==> src/rtl/plink_pkg.sv <==
package plink_pkg;

    localparam int LINK_W = 8;

    localparam logic TAG_CMD = 1'b0;
    localparam logic TAG_DAT = 1'b1;

    typedef struct packed {
        logic              tag;
        logic [LINK_W-1:0] val;
    } q_entry_t;

    typedef enum logic [1:0] {
        HS_IDLE  = 2'd0,
        HS_SETUP = 2'd1,
        HS_WAIT  = 2'd2
    } hs_state_t;

    // Command strobe takes priority when both strobes are high.
    function automatic q_entry_t make_entry(input logic cmd, input logic [LINK_W-1:0] b);
        q_entry_t e;
        e.tag = cmd ? TAG_CMD : TAG_DAT;
        e.val = b;
        return e;
    endfunction

endpackage

==> src/rtl/plink_sync.sv <==
module plink_sync #(
    parameter int STAGES = 2,
    parameter logic RST_VAL = 1'b0
) (
    input  logic clk,
    input  logic rst,
    input  logic d_in,
    output logic d_out
);
    logic [STAGES-1:0] chain;

    genvar gi;
    generate
        for (gi = 0; gi < STAGES; gi++) begin : g_stage
            if (gi == 0) begin : g_first
                always_ff @(posedge clk) begin
                    if (rst) chain[0] <= RST_VAL;
                    else     chain[0] <= d_in;
                end
            end else begin : g_next
                always_ff @(posedge clk) begin
                    if (rst) chain[gi] <= RST_VAL;
                    else     chain[gi] <= chain[gi-1];
                end
            end
        end
    endgenerate

    assign d_out = chain[STAGES-1];
endmodule

==> src/rtl/plink_fifo.sv <==
module plink_fifo
    import plink_pkg::*;
#(
    parameter int DEPTH = 16,
    localparam int AW = (DEPTH > 1) ? $clog2(DEPTH) : 1,
    localparam int CW = $clog2(DEPTH + 1)
) (
    input  logic          clk,
    input  logic          rst,
    input  logic          push,
    input  q_entry_t      push_ent,
    input  logic          pop,
    output q_entry_t      head,
    output logic          full,
    output logic          empty,
    output logic [CW-1:0] count,
    output logic          ovf
);
    localparam logic [AW-1:0] LAST = AW'(DEPTH - 1);
    localparam logic [CW-1:0] FULL_CNT = CW'(DEPTH);

    q_entry_t        mem [DEPTH];
    logic [AW-1:0]   wp, rp;
    logic            do_wr, do_rd;

    assign do_wr = push && (count != FULL_CNT);
    assign do_rd = pop && (count != '0);

    always_ff @(posedge clk) begin
        if (do_wr) mem[wp] <= push_ent;
    end

    always_ff @(posedge clk) begin
        if (rst) begin
            wp    <= '0;
            rp    <= '0;
            count <= '0;
            ovf   <= 1'b0;
        end else begin
            if (do_wr) wp <= (wp == LAST) ? '0 : wp + 1'b1;
            if (do_rd) rp <= (rp == LAST) ? '0 : rp + 1'b1;
            case ({do_wr, do_rd})
                2'b10:   count <= count + 1'b1;
                2'b01:   count <= count - 1'b1;
                default: count <= count;
            endcase
            if (push && (count == FULL_CNT)) ovf <= 1'b1;
        end
    end

    assign head  = mem[rp];
    assign full  = (count == FULL_CNT);
    assign empty = (count == '0);
endmodule

==> src/rtl/plink_hs.sv <==
module plink_hs
    import plink_pkg::*;
(
    input  logic              clk,
    input  logic              rst,
    input  logic              ent_valid,
    input  q_entry_t          ent,
    input  logic              busy_s,
    output logic              take,
    output logic [LINK_W-1:0] data_o,
    output logic              cd_o,
    output logic              stb_n_o
);
    hs_state_t state;

    assign take = (state == HS_IDLE) && ent_valid && !busy_s;

    always_ff @(posedge clk) begin
        if (rst) begin
            state   <= HS_IDLE;
            data_o  <= '0;
            cd_o    <= 1'b1;
            stb_n_o <= 1'b1;
        end else begin
            case (state)
                HS_IDLE: begin
                    if (take) begin
                        data_o <= ent.val;
                        cd_o   <= ent.tag;
                        state  <= HS_SETUP;
                    end
                end
                HS_SETUP: begin
                    stb_n_o <= 1'b0;
                    state   <= HS_WAIT;
                end
                HS_WAIT: begin
                    if (busy_s) begin
                        stb_n_o <= 1'b1;
                        state   <= HS_IDLE;
                    end
                end
                default: state <= HS_IDLE;
            endcase
        end
    end
endmodule

==> src/rtl/plink_tx.sv <==
module plink_tx
    import plink_pkg::*;
#(
    parameter int DEPTH = 16,
    parameter int SYNC_STAGES = 2,
    localparam int CW = $clog2(DEPTH + 1)
) (
    input  logic              clk,
    input  logic              rst,
    input  logic              cmd_wr,
    input  logic              dat_wr,
    input  logic [LINK_W-1:0] wr_byte,
    output logic              fifo_full,
    output logic              fifo_empty,
    output logic [CW-1:0]     fifo_count,
    output logic              ovf_flag,
    output logic [LINK_W-1:0] link_data,
    output logic              link_cd,
    output logic              link_stb_n,
    input  logic              link_busy
);
    q_entry_t in_ent, head;
    logic     any_wr, take, busy_s;

    assign any_wr = cmd_wr | dat_wr;
    assign in_ent = make_entry(cmd_wr, wr_byte);

    plink_sync #(.STAGES(SYNC_STAGES), .RST_VAL(1'b0)) u_sync (
        .clk  (clk),
        .rst  (rst),
        .d_in (link_busy),
        .d_out(busy_s)
    );

    plink_fifo #(.DEPTH(DEPTH)) u_fifo (
        .clk     (clk),
        .rst     (rst),
        .push    (any_wr),
        .push_ent(in_ent),
        .pop     (take),
        .head    (head),
        .full    (fifo_full),
        .empty   (fifo_empty),
        .count   (fifo_count),
        .ovf     (ovf_flag)
    );

    plink_hs u_hs (
        .clk      (clk),
        .rst      (rst),
        .ent_valid(!fifo_empty),
        .ent      (head),
        .busy_s   (busy_s),
        .take     (take),
        .data_o   (link_data),
        .cd_o     (link_cd),
        .stb_n_o  (link_stb_n)
    );
endmodule

==> config.mk <==
export PLATFORM = sky130hd
export DESIGN_NAME = plink_tx
export DESIGN_NICKNAME = d
export VERILOG_FILES = /design/src/rtl/plink_pkg.sv /design/src/rtl/plink_sync.sv /design/src/rtl/plink_fifo.sv /design/src/rtl/plink_hs.sv /design/src/rtl/plink_tx.sv
export SDC_FILE = /design/constraint.sdc
export NUM_CORES = 1
export LEC_CHECK = 0
export BUFFER_PORTS_ARGS = -buffer_cell sky130_fd_sc_hd__buf_2
export CAP_MARGIN = 20
export CORE_MARGIN = 2
export CORE_UTILIZATION = 35
export CTS_BUF_LIST = sky130_fd_sc_hd__clkbuf_8
export DETAILED_ROUTE_END_ITERATION = 10
export GPL_ROUTABILITY_DRIVEN = 0
export PLACE_DENSITY = 0.62
export SLEW_MARGIN = 20
export SYNTH_ARGS = -nofsm -noshare
export SYNTH_HDL_FRONTEND = slang
export SYNTH_SLANG_ARGS = --single-unit
export TNS_END_PERCENT = 5
==> constraint.sdc <==
create_clock -name clk -period 3 [get_ports clk]
set_input_delay 0.6 -clock clk [delete_from_list [all_inputs] [get_ports clk]]
set_output_delay 0.6 -clock clk [all_outputs]
set_load 0.05 [all_outputs]
# Word-level counts from Yosys, hierarchy flattened
# Memories as Yosys holds them, arrays and structs flattened. A register that Yosys moved wholly into a read port is not among the register bits.
# Cells that the tools add are included.
dict set report word_totals {
  mem_bits_ro 0
  latchBits 0
  ramBits 144
  elab_cells 50
  register_bits 19
  n_memories 1
  out_inout_bits 18
  input_bits 13
}
dict set report classes {
  multipliers 0
  bitwise 1
  n_shift 0
  n_div 0
  reduce_logical 15
  magnitude_cmp 0
  eq_ne 10
  mux 11
  add_sub_neg 4
}
# name depth width read_ports rd_clocked_by_memory_dff wr line_no
set mem_list {}
lappend mem_list {u_fifo.mem 16 9 1 1 1 plink_fifo.sv:22} ;# q_entry_t mem [DEPTH];
# op n
set op_table {}
lappend op_table {{5-bit case mux with 2 select lines} 1}
lappend op_table {{4-bit by 1-bit adder with 4-bit output (second input constant)} 2}
lappend op_table {{4-bit equality test (second input constant)} 2}
lappend op_table {{4-bit 2-to-1 mux} 2}
lappend op_table {{2-bit case mux with 3 select lines} 1}
lappend op_table {{2-bit AND reduction} 3}
lappend op_table {{5-bit by 1-bit adder with 5-bit output (second input constant)} 1}
lappend op_table {{5-bit equality test (second input constant)} 1}
lappend op_table {{1-bit logical AND} 5}
lappend op_table {{5-bit logical NOT} 1}
lappend op_table {{5-bit inequality test (second input constant)} 1}
lappend op_table {{5-bit nonzero test} 1}
lappend op_table {{5-bit by 1-bit subtractor with 5-bit output (second input constant)} 1}
lappend op_table {{2-bit by 1-bit equality test with 1-bit output (second input constant)} 2}
lappend op_table {{2-bit equality test (second input constant)} 2}
lappend op_table {{1-bit 2-to-1 mux} 4}
lappend op_table {{2-bit 2-to-1 mux} 2}
lappend op_table {{2-bit inequality test (second input constant)} 2}
lappend op_table {{2-bit nonzero test} 2}
lappend op_table {{1-bit logical NOT} 2}
lappend op_table {{2-bit logical NOT} 1}
lappend op_table {{1-bit case mux with 2 select lines} 1}
lappend op_table {{1-bit bitwise OR} 1}

# Depth between registers and ports, before layout
dict set report logic_depth {
  depth_word 7
  ltp_mapped 13
  ltp_nobuf 10
}

# Hierarchy
# From an unflattened synthesis, not the netlist that was laid out.
dict set report unflattened {
  hier_cells 381
  area_unflattened_um2 7100.6
}
# module n_inst seq_area_each_um2 area_each_um2 cells_each
set by_module_without_submodules {}
lappend by_module_without_submodules {plink_fifo 1 4684.5 6595.1 322}
lappend by_module_without_submodules {plink_hs 1 240.2 439.2 52}
lappend by_module_without_submodules {plink_sync 1 40.0 52.6 4}
lappend by_module_without_submodules {plink_tx 1 0.0 13.8 3}

# Worst setup path before layout
# OpenSTA, ideal clock, no wires.
dict set report synth_path {
  kind {register to register}
  from {register u_fifo.count[1]}
  to {register u_fifo.count[2]}
  setup_ps 73
  t_required_ps 2927
  arrival_ps 3040
  path_stages_with_launch 14
  synth_period_minus_slack_ps 3113
  path_slack_ps -113
  path_cell_list {dfxtp_1 buf_6 or4_4 o21ai_4 inv_2 buf_4 ha_1 clkbuf_1 xor2_1 ha_1 a21oi_1 xnor2_1 or3_1 a21oi_1}
}
dict set report synth_between {
  elab_chain_len 7
  word_cells_on_any_way 14
  classes_between {add/sub: 2; eq/ne: 3; mux: 1; reduce/logical: 8}
}
# element line_no
set synth_lines {}
lappend synth_lines {{from (decl)} plink_fifo.sv:16} ;# output logic [CW-1:0] count,
lappend synth_lines {{from (signal assigned)} plink_fifo.sv:43} ;# 2'b10: count <= count + 1'b1;
lappend synth_lines {{from (signal assigned)} plink_fifo.sv:44} ;# 2'b01: count <= count - 1'b1;
lappend synth_lines {{from (signal assigned)} plink_fifo.sv:45} ;# default: count <= count;
lappend synth_lines {{5-bit logical NOT} plink_fifo.sv:53} ;# assign empty = (count == '0);
lappend synth_lines {{1-bit logical NOT} plink_tx.sv:51} ;# .ent_valid(!fifo_empty),
lappend synth_lines {{1-bit logical AND (2 in series)} plink_hs.sv:16} ;# assign take = (state == HS_IDLE) && ent_valid && !busy_s;
lappend synth_lines {{1-bit logical AND (*)} plink_fifo.sv:27} ;# assign do_rd = pop && (count != '0);
lappend synth_lines {{net u_fifo.do_rd} plink_fifo.sv:24} ;# logic do_wr, do_rd;
lappend synth_lines {{2-bit by 1-bit equality test with 1-bit output / 2-bit equality test (equally long branches)} plink_fifo.sv:42} ;# case ({do_wr, do_rd})
lappend synth_lines {{5-bit case mux with 2 select lines / 2-bit nonzero test (equally long branches)} --}
# The timed path passes the listed nets; every way through them passes the cells marked *.
# A chain may end at the register's enable or synchronous reset.

# Final worst setup path
dict set report layout_path {
  from {register u_fifo.count[1]}
  to {register u_fifo.count[2]}
}
dict set report layout_between {
  elab_chain_len 7
  word_cells_on_any_way 14
  classes_between {add/sub: 2; eq/ne: 3; mux: 1; reduce/logical: 8}
}
# element line_no
set layout_lines {}
lappend layout_lines {{5-bit logical NOT} plink_fifo.sv:53}
lappend layout_lines {{1-bit logical NOT} plink_tx.sv:51}
lappend layout_lines {{1-bit logical AND (2 in series)} plink_hs.sv:16}
lappend layout_lines {{1-bit logical AND} plink_fifo.sv:27}
lappend layout_lines {{2-bit by 1-bit equality test with 1-bit output / 2-bit equality test (equally long branches)} plink_fifo.sv:42}
lappend layout_lines {{5-bit case mux with 2 select lines / 2-bit nonzero test (equally long branches)} --}
# Parallel ways exist; a longest one is shown, timed or not.

==> flow_metrics.py <==
metrics = {
    "outcome": {
        "status": "finished, final reports clean",
    },
    "clocking": {
        "cts_setup_buffers": 0,
        "cts_buffers": 17,
        "cts_resized": 0,
        "clk_path_buf_depth": 2,
        "holdBufCountCts": 0,
        "cts_root_buf": "clkbuf_8",
        "cts_sinks": 172,
        "clk_latency_ns": 0.45,
        "cts_tree": "done",
        "h-tree-depth": 4,
        "path_clk_slew_ns": 0.09,
    },
    "sta": {
        "period_needed_ns": 2.86,
        "rsz0062_at_grt": "false",
        "hold_ws_ns": 0.384,
        "fin_skew_ns": 0.0136,
        "final_hold_viol_count": 0,
        "worst_pin_slew_ns": 1.03,
        "relSlewSlack_pct": 31.1,
        "slew_violations": 0,
        "finalWorstSetupSlack_ns": 0.142,
        "fmax_mhz": 350,
        "setup_tns_ns": 0,
        "final.period_utilization_pct": 95.3,
        "setup_violations": 0,
    },
    "final_layout": {
        "syn2layout_area_growth_pct": 13.5,
        "fin_util_pct": 40.4,
        "num-fill-cells": 1745,
        "fin_area_um2": 7860,
        "multiInputGateArea_um2": 1890,
        "regArea_um2": 4890,
        "mostFrequentLayoutCell": "edfxtp_1",
        "drive_above_1_share_pct": 27.2,
        "fin_nets": 468,
        "mostFrequentLayoutCells": "144 x edfxtp_1, 32 x nor2_1, 30 x buf_2, 28 x mux4_2, 23 x dfxtp_1",
        "diodes": 0,
        "stdcell_count": 724,
    },
    "setup_path": {
        "critPathKind": "flop to flop",
        "critPathCaptureType": "flop",
        "cp.required_ns": 3.37,
        "r2r_setup_slack_ns": 0.14,
        "critPathArrivalTime_ns": 3.23,
        "crit_path_start_kind": "flop",
        "ff2ff_path_depth": 10,
        "reg2reg_to": "u_fifo.count[2]",
        "crit_fanout": 10,
        "timing.rr.start": "u_fifo.count[1]",
    },
    "logic_synthesis": {
        "synthMuxAreaShare_pct": 12.3,
        "yosys.area_share.simple_pct": 5.04,
        "syn_avg_cell_area_um2": 16.9,
        "yosys_warnings": 0,
        "synthCells": 410,
        "synthTopCellsByArea": "edfxtp_1 62%, mux4_2 9.1%, dfxtp_1 8.1%",
        "async_flop_share_pct": 0,
        "synthFlopType": "edfxtp_1",
        "synth_top_family_by_area": "multiplexers",
        "synth_seq_cells": 172,
        "synth_enable_flop_cells": 144,
        "synth_nets": 432,
        "synthDistinctLibCells": 47,
        "synth_top_area_cell": "edfxtp_1",
        "ys_seq_area_share_pct": 70.5,
        "synth_top_area_share_pct": 62.4,
        "synthAdderAreaFrac_pct": 1.63,
        "synth_xor_area_share_pct": 0.632,
        "syn_area_um2": 6930,
        "synth-compound-area-share_pct": 7.59,
    },
    "power_and_ir_drop": {
        "p_comb_share_pct": 25.6,
        "switching_share_pct": 32.0,
        "leakage_nw": 2.55,
        "seqPwrFrac_pct": 46.3,
        "switchingPower_mw": 2.07,
        "p_int_mw": 4.39,
        "fin_total_pwr_mw": 6.46,
        "power_density_nw_per_um2": 822,
        "power.share.clock_pct": 28.1,
        "ir_worst_vdd_mv": 0.315,
    },
    "floorplanning": {
        "coreArea_um2": 19500,
        "die_h_um": 145,
        "io_pins": 31,
        "start_util_pct": 35.6,
        "die_x_um": 145,
        "rows": 51,
        "die_area_um2": 20900,
    },
    "global_routing": {
        "overflow": 0,
        "grt_max_degree": 33,
        "grt_pass1_wl_mm": 21.4,
        "grt_antenna_before_repair": 1,
        "grt_pass1_vias": 3705,
        "track_usage_pct": 14.2,
    },
    "placed_design": {
        "placed_area_um2": 7400,
        "pre_cts_ws_ns": 0.190,
        "placed_cells": 692,
        "dpl.hpwl_mm": 9.03,
        "io_buffers": 30,
    },
    "drt": {
        "post_drt_wl_per_cell_um": 19.5,
        "drtIter0Drc": 220,
        "firstDrtPassIters": 4,
        "num_vias": 3685,
        "via_per_inst": 5.09,
        "drcViolationCount": 0,
        "ant_nets": 0,
        "wl_mm": 14.1,
    },
    "worst_hold_path": {
        "worstHoldPathType": "primary input to flop",
        "min_path_cells": 2,
        "hp-start": "link_busy",
        "whs_endpoint": "u_sync.chain[0]",
    },
    "run": {
        "max-cap-violations": 0,
    },
}
[layout make-up]
| class | instances | share of cell area, % |
|---|---|---|
| inverters | 8 | 0.382 |
| multi-input cells | 203 | 24.0 |
| clock buffers | 18 | 3.15 |
| clock inverters | 14 | 2.63 |
| well taps | 265 | 4.22 |
| flip-flops and latches | 172 | 62.2 |
| repair buffers | 44 | 3.41 |
[metal layers]
| metal | routed length, um | GRT usage, % | vias up |
|---|---|---|---|
| li1 | - | - | 1701 |
| met1 | 6130 | 18.7 | 1871 |
| met2 | 6910 | 22.7 | 96 |
| met3 | 888 | 4.18 | 15 |
| met4 | 138 | 4.24 | 2 |
| met5 | 12 | 0 | - |
[how the worst max path moves through the flow]
stage | cells after the start | startpoint | slack (ns) | endpoint
after floorplan | 13 | u_fifo.count[1] | 0.003 | u_fifo.count[2]
after global placement | 10 | u_fifo.count[0] | 0.35 | u_fifo.count[4]
after detailed placement | 11 | dat_wr | 0.19 | u_fifo.count[2]
after CTS | 10 | u_fifo.count[0] | 0.16 | u_fifo.count[2]
after global routing | 10 | u_fifo.count[1] | 0.06 | u_fifo.count[2]
final | 10 | u_fifo.count[1] | 0.14 | u_fifo.count[2]
[worst max-delay path, cell delays in order (launching register included)]
cell     delay, ns
dfxtp_2       0.38
or4_4         0.58
o21ai_4       0.24
inv_2         0.08
ha_1          0.32
xor2_1        0.19
ha_1          0.24
a21oi_1       0.18
xnor2_1       0.11
or3_1         0.31
a21oi_1       0.15
[synth_stat cells, types with 2 or more instances]
master / number
mux2i_1: 21
edfxtp_1: 144
nor2_1: 33
clkbuf_1: 11
buf_4: 2
a21oi_1: 11
a221o_1: 2
dfxtp_1: 28
a22oi_1: 9
nor2b_1: 4
a211o_1: 3
a31oi_1: 11
mux4_2: 28
inv_1: 7
o22ai_1: 9
ha_1: 9
a311oi_2: 8
buf_1: 4
or3_1: 3
nand2b_1: 6
buf_2: 9
xor2_1: 4
nand2_1: 13
nor3_1: 8
[power by group through the flow]
stage | Sequential (mW) | Clock (mW) | Combinational [mW]
after global placement | 3.04 | 0 | 1.63
final | 2.99 | 1.81 | 1.66
after CTS | 2.99 | 1.86 | 1.67
after floorplan | 3.14 | 0 | 1.16
after detailed placement | 3.05 | 0 | 1.67
after global routing | 3.02 | 1.95 | 1.78
[registers in the layout (all words and copies together), names as in the netlist]
name / cells
u_fifo.count: 5
u_fifo.mem: 144
u_fifo.ovf: 1
u_fifo.rp: 4
u_fifo.wp: 4
u_hs.cd_o: 1
u_hs.data_o: 8
u_hs.state: 2
u_hs.stb_n_o: 1
u_sync.chain: 1
u_sync.d_out: 1
[cells by family (layout without fill, tap and decap cells)]
group           count (synthesis)  after routing
buf+inv                        35             84
mux                            50             50
flops                         172            172
simple gates                   74             74
xor+xnor                        5              5
fa+ha+maj                       9              9
compound gates                 65             65
No activity file was read; power rests on OpenSTA's default activity.
